$ cat src/rtl/uart_irq_ident.sv
module uart_irq_ident #(
  parameter int LVL_W = 5
) (
  input  logic             clk,
  input  logic             rst_n,
  input  logic             en_rls,
  input  logic             en_rda,
  input  logic             en_cto,
  input  logic             en_thre,
  input  logic             fifo_en,
  input  logic             prog_thre,
  input  logic             err_overrun,
  input  logic             err_parity,
  input  logic             err_framing,
  input  logic             brk_det,
  input  logic             rx_char,
  input  logic [LVL_W-1:0] rx_level,
  input  logic [LVL_W-1:0] rx_trig,
  input  logic             cto_event,
  input  logic             tx_empty,
  input  logic [LVL_W-1:0] tx_level,
  input  logic [LVL_W-1:0] tx_thresh,
  input  logic             rd_lsr,
  input  logic             rd_rbr,
  input  logic             rd_iir,
  input  logic             thr_wr,
  output logic [3:0]       iid,
  output logic             irq
);

  localparam logic [3:0] ID_NONE = 4'b0001;
  localparam logic [3:0] ID_RLS  = 4'b0110;
  localparam logic [3:0] ID_RDA  = 4'b0100;
  localparam logic [3:0] ID_CTO  = 4'b1100;
  localparam logic [3:0] ID_THRE = 4'b0010;

  logic rls_q, rda_q, cto_q, thre_q, armed_q;

  wire err_any   = err_overrun | err_parity | err_framing | brk_det;
  wire thre_cond = (fifo_en && prog_thre) ? (tx_level <= tx_thresh) : tx_empty;
  wire thre_arm  = thre_cond & en_thre;
  wire rda_pend  = fifo_en ? (rx_level >= rx_trig) : rda_q;

  wire rls_act  = rls_q & en_rls;
  wire rda_act  = rda_pend & en_rda;
  wire cto_act  = cto_q & en_cto;
  wire thre_act = thre_q & en_thre;

  assign irq = rls_act | rda_act | cto_act | thre_act;

  always_comb begin
    if (rls_act)       iid = ID_RLS;
    else if (rda_act)  iid = ID_RDA;
    else if (cto_act)  iid = ID_CTO;
    else if (thre_act) iid = ID_THRE;
    else               iid = ID_NONE;
  end

  wire thre_clr = (rd_iir && iid == ID_THRE) || thr_wr || !thre_cond;

  always_ff @(posedge clk or negedge rst_n) begin
    if (!rst_n) begin
      rls_q   <= 1'b0;
      rda_q   <= 1'b0;
      cto_q   <= 1'b0;
      thre_q  <= 1'b0;
      armed_q <= 1'b0;
    end else begin
      rls_q   <= err_any | (rls_q & ~rd_lsr);
      rda_q   <= ~fifo_en & (rx_char | (rda_q & ~rd_rbr));
      cto_q   <= cto_event | (cto_q & ~rd_rbr);
      armed_q <= thre_arm;
      thre_q  <= (thre_arm & ~armed_q) | (thre_q & ~thre_clr);
    end
  end

endmodule


$ cat config.mk
export PLATFORM = sky130hd
export DESIGN_NAME = uart_irq_ident
export DESIGN_NICKNAME = d
export VERILOG_FILES = /design/src/rtl/uart_irq_ident.sv
export SDC_FILE = /design/constraint.sdc
export NUM_CORES = 1
export LEC_CHECK = 0
export ABC_CLOCK_PERIOD_IN_PS = 2500
export CORE_MARGIN = 5
export CORE_UTILIZATION = 36
export CTS_BUF_LIST = sky130_fd_sc_hd__clkbuf_8
export DETAILED_ROUTE_END_ITERATION = 8
export PLACE_DENSITY = 0.92
export RECOVER_POWER = 25
export SYNTH_ARGS = -nofsm -noshare
export SYNTH_HDL_FRONTEND = slang
export SYNTH_SLANG_ARGS = --single-unit
$ cat constraint.sdc
create_clock -name clk -period 2.5 [get_ports clk]
set_input_delay 0.375 -clock clk [delete_from_list [all_inputs] [get_ports clk]]
set_output_delay 0.375 -clock clk [all_outputs]
set_load 0.05 [all_outputs]
==> results_dict.tcl, run 1 <==
set metrics [dict create \
    fin_area_um2 1200 \
    chipWidth_um 49.5 \
    final_antenna_net_count 0 \
    avgSynthCellArea_um2 8.03 \
    power_density_nw_per_um2 373 \
    worstPathMaxFanout 4 \
    die_y_um 49.5 \
    yosysSeqAreaShare 0.223 \
    synthSimpleGateAreaFrac 0.183 \
    synthArstFlopShare 1.00 \
    clock-sinks 5 \
    critPathArrivalTime_ns 2.11 \
    synth_area_leaders "dfrtp_1 22%, ha_1 22%, inv_1 11%" \
    power_switching_share 0.313 \
    cp-endpoint "iid[0]" \
    syn_area_um2 562 \
    power.switching_mw 0.140 \
    yosysTopAreaCellShare 0.223 \
    critical_path_required_ns 2.12 \
    synth_top_family_by_area "compound AO/OA/AOI/OAI gates" \
    power_mw 0.448 \
    antenna_found_initial 0 \
    finalNetCount 167 \
    finalSetupViolations 0 \
    post_cts_buffers 0 \
    maxCapViolCount 0 \
    netlist_instances 70 \
    r2r_end "thre_q$_DFF_PN0_" \
    worstMarginPinSlew_ns 0.363 \
    rows 14 \
    clock-root-buffer "clkbuf_8" \
    combPwrFrac 0.466 \
    timing.fmax_mhz 402 \
    start_util 0.377 \
    multi_input_area_um2 464 \
    clk_latency_ns 0.22 \
    rrSetupSlack_ns 1.10 \
    power_leakage_nw 0.547 \
    drv_slew 0 \
    drt_iter0_drc 9 \
    status "complete, no violations" \
    holdWs_ns 0.450 \
    grt_pass1_vias 741 \
    area_growth_pct 114 \
    p_int_mw 0.308 \
    mostFrequentLayoutCells "37 x clkdlybuf4s50_1, 18 x inv_1, 9 x ha_1" \
    synth-seq-cells 5 \
    dr_total_vias 709 \
    synth_edf_count 0 \
    synth_adder_area_share 0.223 \
    synth_warnings 0 \
    htreeDepth 1 \
    tns_ns 0 \
    yosys.area_share.xor_xnor 0 \
    dpl-instance-area_um2 1080 \
    drc_errors 0 \
    routed_wl_mm 2.11 \
    grt-ovfl-total 0 \
    grt_max_degree 6 \
    dr.pass1.iters 4 \
    synth_cell_types 27 \
    diodes 0 \
    hold_viol 0 \
    finalCriticalPeriod_ns 2.49 \
    cts_tree "done" \
    clk_path_buf_depth 2 \
    worst-r2r-cell-count 4 \
    viasPerCell 5.33 \
    postCtsHoldBufs 0 \
    die_area_um2 2450 \
    seqPwrFrac 0.201 \
    max_slew_margin 0.756 \
    crit_path_start "rx_trig[2]" \
    final_common_cell "clkdlybuf4s50_1" \
    synthFlopType "dfrtp_1" \
    p_clk_frac 0.332 \
    worstReg2RegStart "rda_q$_DFF_PN0_" \
    min_period_over_period 0.994 \
    io_pins 44 \
    hp-class "in2async" \
    pre_cts_slack_ns -0.0573 \
    regArea_um2 125 \
    wl_per_cell_um 15.9 \
    startpoint_type "input port" \
    clock-skew-final_ns 0.00372 \
    end_kind "output port" \
    yosysTopAreaCell "dfrtp_1" \
    track_usage 0.155 \
    ir_worst_vdd_uv 317 \
    cts_buffers 3 \
    drive_gt1_frac 0.171 \
    synth-compound-area-share 0.258 \
    final.fill_count 90 \
    routabilityCongestion 0.715 \
    synth_mux_area_frac 0 \
    grt_pass1_wl_mm 2.99 \
    io_buffers 43 \
    clk_pin_slew_ns 0.04 \
    hpwl_mm 1.62 \
    setup_ws_ns 0.0149 \
    critPathKind "in2out" \
    synth_nets 119 \
    fp.coreArea_um2 1490 \
]
-- Yosys cell counts (2+ instances only) --
library cell,count
a311oi_1,2
nor2_1,3
ha_1,10
nand3_1,3
nand2_1,7
dfrtp_1,5
o21ai_0,2
a21o_1,2
a2111oi_2,2
inv_1,17
-- power by group through the flow --
stage | logic (mW) | registers (mW) | clock network [mW]
3_5_place_dp | 0.184 | 0.0912 | 0
2_1_floorplan | 0.0769 | 0.0905 | 0
3_3_place_gp | 0.177 | 0.0911 | 0
6_report | 0.209 | 0.0903 | 0.149
4_1_cts | 0.184 | 0.0902 | 0.149
5_1_grt | 0.224 | 0.0914 | 0.153
-- logic make-up after synthesis --
logic type | Yosys count
flip-flops | 5
AND/OR/NAND/NOR | 21
adder cells (fa/ha/maj) | 10
AO/OA/AOI/OAI | 17
buffers and inverters | 17
-- metrics by stage --
| step | utilization | instances |
|---|---|---|
| finish | 0.808 | 133 |
| global placement | 0.725 | 129 |
| CTS | 0.755 | 133 |
| floorplan | - | 70 |
| global route | 0.808 | 133 |
| detailed placement | 0.725 | 129 |
-- state kept, by name (all words and copies together), names as in the netlist --
signal,flops
thre_q,1
rls_q,1
rda_q,1
cto_q,1
armed_q,1
-- worst max-delay path, stage by stage --
cell             delay, ns
clkdlybuf4s50_1       0.45
inv_1                 0.05
ha_4                  0.28
a21o_1                0.16
a31oi_4               0.06
or3_4                 0.41
and3_4                0.17
buf_12                0.14
-- repair_timing --
item                                    4_1_cts  5_1_grt
gates resized for setup                       0       11
endpoints found under the setup margin        2        5
gates cloned                                  0        0
pin swaps                                     2        4
-- layout make-up --
cell class                      count  area share
Timing Repair Buffer               43       0.403
Multi-Input combinational cell     48       0.386
Sequential cell                     5       0.104
Inverter                           17      0.0530
Clock buffer                        3      0.0343
Tap cell                           16      0.0166
Clock inverter                      1     0.00312
-- worst min path at each step --
stage	slack [ns]	to	cells after the start
2_1_floorplan	0.08	armed_q$_DFF_PN0_	0
3_3_place_gp	0.47	cto_q$_DFF_PN0_	1
3_5_place_dp	0.47	cto_q$_DFF_PN0_	1
4_1_cts	0.39	rls_q$_DFF_PN0_	1
5_1_grt	0.47	rls_q$_DFF_PN0_	1
6_report	0.45	rls_q$_DFF_PN0_	1
-- per-layer routing --
metal | vias to the layer above | part of all wire | global-route usage
met3 | 8 | 0.075 | 0.0633
met1 | 325 | 0.37 | 0.164
met4 | 0 | 0.026 | 0.0349
met5 | - | 0 | 0
li1 | 343 | - | -
met2 | 33 | 0.52 | 0.283
(Power assumes the default switching activity.)
==> run 2: changes to the inputs <==
CORE_UTILIZATION = 35   (was 36)
CTS_BUF_LIST = default   (was sky130_fd_sc_hd__clkbuf_8)
GPL_TIMING_DRIVEN = 0   (was default)
PLACE_DENSITY = 0.9   (was 0.92)
==> results_dict.tcl, run 2 (same netlist as run 1, synthesis figures left out) <==
set metrics [dict create \
    status "complete, no violations" \
    clk_path_buf_depth 2 \
    finalNetCount 167 \
    area_growth_pct 91.3 \
    finalCriticalPeriod_ns 2.47 \
    setup_ws_ns 0.0284 \
    rsz0062_at_grt "true" \
    die_area_um2 2510 \
    hpwl_mm 1.67 \
    drt_iter0_drc 9 \
    drive_gt1_frac 0.145 \
    grt_pass1_vias 734 \
    rows 14 \
    end_kind "output port" \
    cp_slowest_stage_delay_ns 0.46 \
    clock-root-buffer "clkbuf_4" \
    io_pins 44 \
    power_density_nw_per_um2 334 \
    crit_chain "clkdlybuf4s50_1, inv_1, ha_1, a21o_1, a31oi_2, nor3_2, a2111oi_4, buf_6" \
    clock-sinks 5 \
    critical_path_required_ns 2.12 \
    finalSetupViolations 0 \
    start_util 0.373 \
    dr_total_vias 690 \
    worstMarginPinSlew_ns 0.368 \
    post_cts_buffers 0 \
    dr.pass1.iters 4 \
    chipWidth_um 50.1 \
    cts_tree "done" \
    clk_pin_slew_ns 0.05 \
    viasPerCell 5.19 \
    grt_max_degree 6 \
    routed_wl_mm 1.85 \
    hp-class "in2async" \
    final.fill_count 118 \
    startpoint_type "input port" \
    ir_worst_vdd_uv 399 \
    clock-skew-final_ns 0.00725 \
    placed_cells 129 \
    grt-ovfl-total 0 \
    clk_latency_ns 0.25 \
    drv_slew 0 \
    drc_errors 0 \
    dpl-instance-area_um2 1030 \
    cts_buffers 3 \
    crit_family "buffers and inverters" \
    maxCapViolCount 0 \
    hold_viol 0 \
    grt_pass1_wl_mm 2.98 \
    fin_area_um2 1070 \
    antenna_found_initial 0 \
    path_buf_inv 3 \
    pre_cts_slack_ns -0.655 \
    track_usage 0.152 \
    max_slew_margin 0.754 \
    final_antenna_net_count 0 \
    tns_ns 0 \
    critPathArrivalTime_ns 2.10 \
    diodes 0 \
    power_leakage_nw 0.497 \
    final_common_cell "clkdlybuf4s50_1" \
    htreeDepth 1 \
    wl_per_cell_um 13.9 \
    timing.fmax_mhz 405 \
    fp.coreArea_um2 1510 \
    worstPathMaxFanout 2 \
    holdWs_ns 0.434 \
    io_buffers 43 \
    min_period_over_period 0.989 \
    die_y_um 50.1 \
    routabilityCongestion 0.744 \
    critPathKind "in2out" \
    postCtsHoldBufs 0 \
    stdcell_count 133 \
    mostFrequentLayoutCells "37 x clkdlybuf4s50_1, 17 x inv_1, 10 x ha_1" \
    crit_path_top_delay_cell "clkdlybuf4s50_1" \
]
run 2: changes by cell type in the layout (fill, tap and decap cells not counted), moves of 2 or more:
cell / delta
buf_6: +3
clkbuf_4: +3
clkbuf_8: -3
buf_2: +2
buf_12: -4
run 2: worst register-to-register path, stage by stage (launching register included):
cell,delay (ns)
dfrtp_1,0.38
o21ai_2,0.26
a31oi_4,0.09
a2111oi_2,0.36
a21boi_1,0.10
run 2: worst paths after layout:
kind                       cells after the start  slack, ns               end            start
min reg2reg                                    1       0.50   cto_q$_DFF_PN0_  cto_q$_DFF_PN0_
max reg2reg                                    4       1.18  thre_q$_DFF_PN0_  rda_q$_DFF_PN0_
max in group asynchronous                      1       1.84   rda_q$_DFF_PN0_            rst_n
min                                            1       0.43   rls_q$_DFF_PN0_            rst_n
max                                            8       0.03            iid[3]       rx_trig[2]
min in group clk                               1       0.50   cto_q$_DFF_PN0_  cto_q$_DFF_PN0_
run 2: layout make-up:
type / instances / area [µm²] / area share
Timing Repair Buffer: 43 / 424 / 0.395
Tap cell: 16 / 20.0 / 0.0186
Clock buffer: 4 / 26.3 / 0.0244
Multi-Input combinational cell: 48 / 415 / 0.386
Inverter: 17 / 63.8 / 0.0594
Sequential cell: 5 / 125 / 0.116
run 2: stage by stage:
step / util / total power [mW]
after detailed placement: 0.684 / 0.259
after global placement: 0.684 / 0.250
after floorplan: - / 0.167
final: 0.713 / 0.359
after global routing: 0.713 / 0.379
after CTS: 0.696 / 0.354
run 2: power breakdown:
part           internal, mW  total, mW  switching [mW]
registers            0.0864     0.0902         0.00382
clock network        0.0606     0.0968          0.0362
logic                0.0922      0.172          0.0799
run 2: what timing repair did:
action | 4_1_cts | 5_1_grt
pin swaps | 0 | 3
hold endpoints to repair | 0 | 0
gates resized for setup | 29 | 7
setup endpoints to repair | 5 | 5
cloned | 0 | 0
run 2: per-layer routing:
layer  share of wire  vias to the layer above  GRT usage
met5               0                        -          0
met4           0.020                        0     0.0524
met3            0.11                        4     0.0753
met2            0.53                       37      0.282
met1            0.34                      309      0.138
li1                -                      340          -
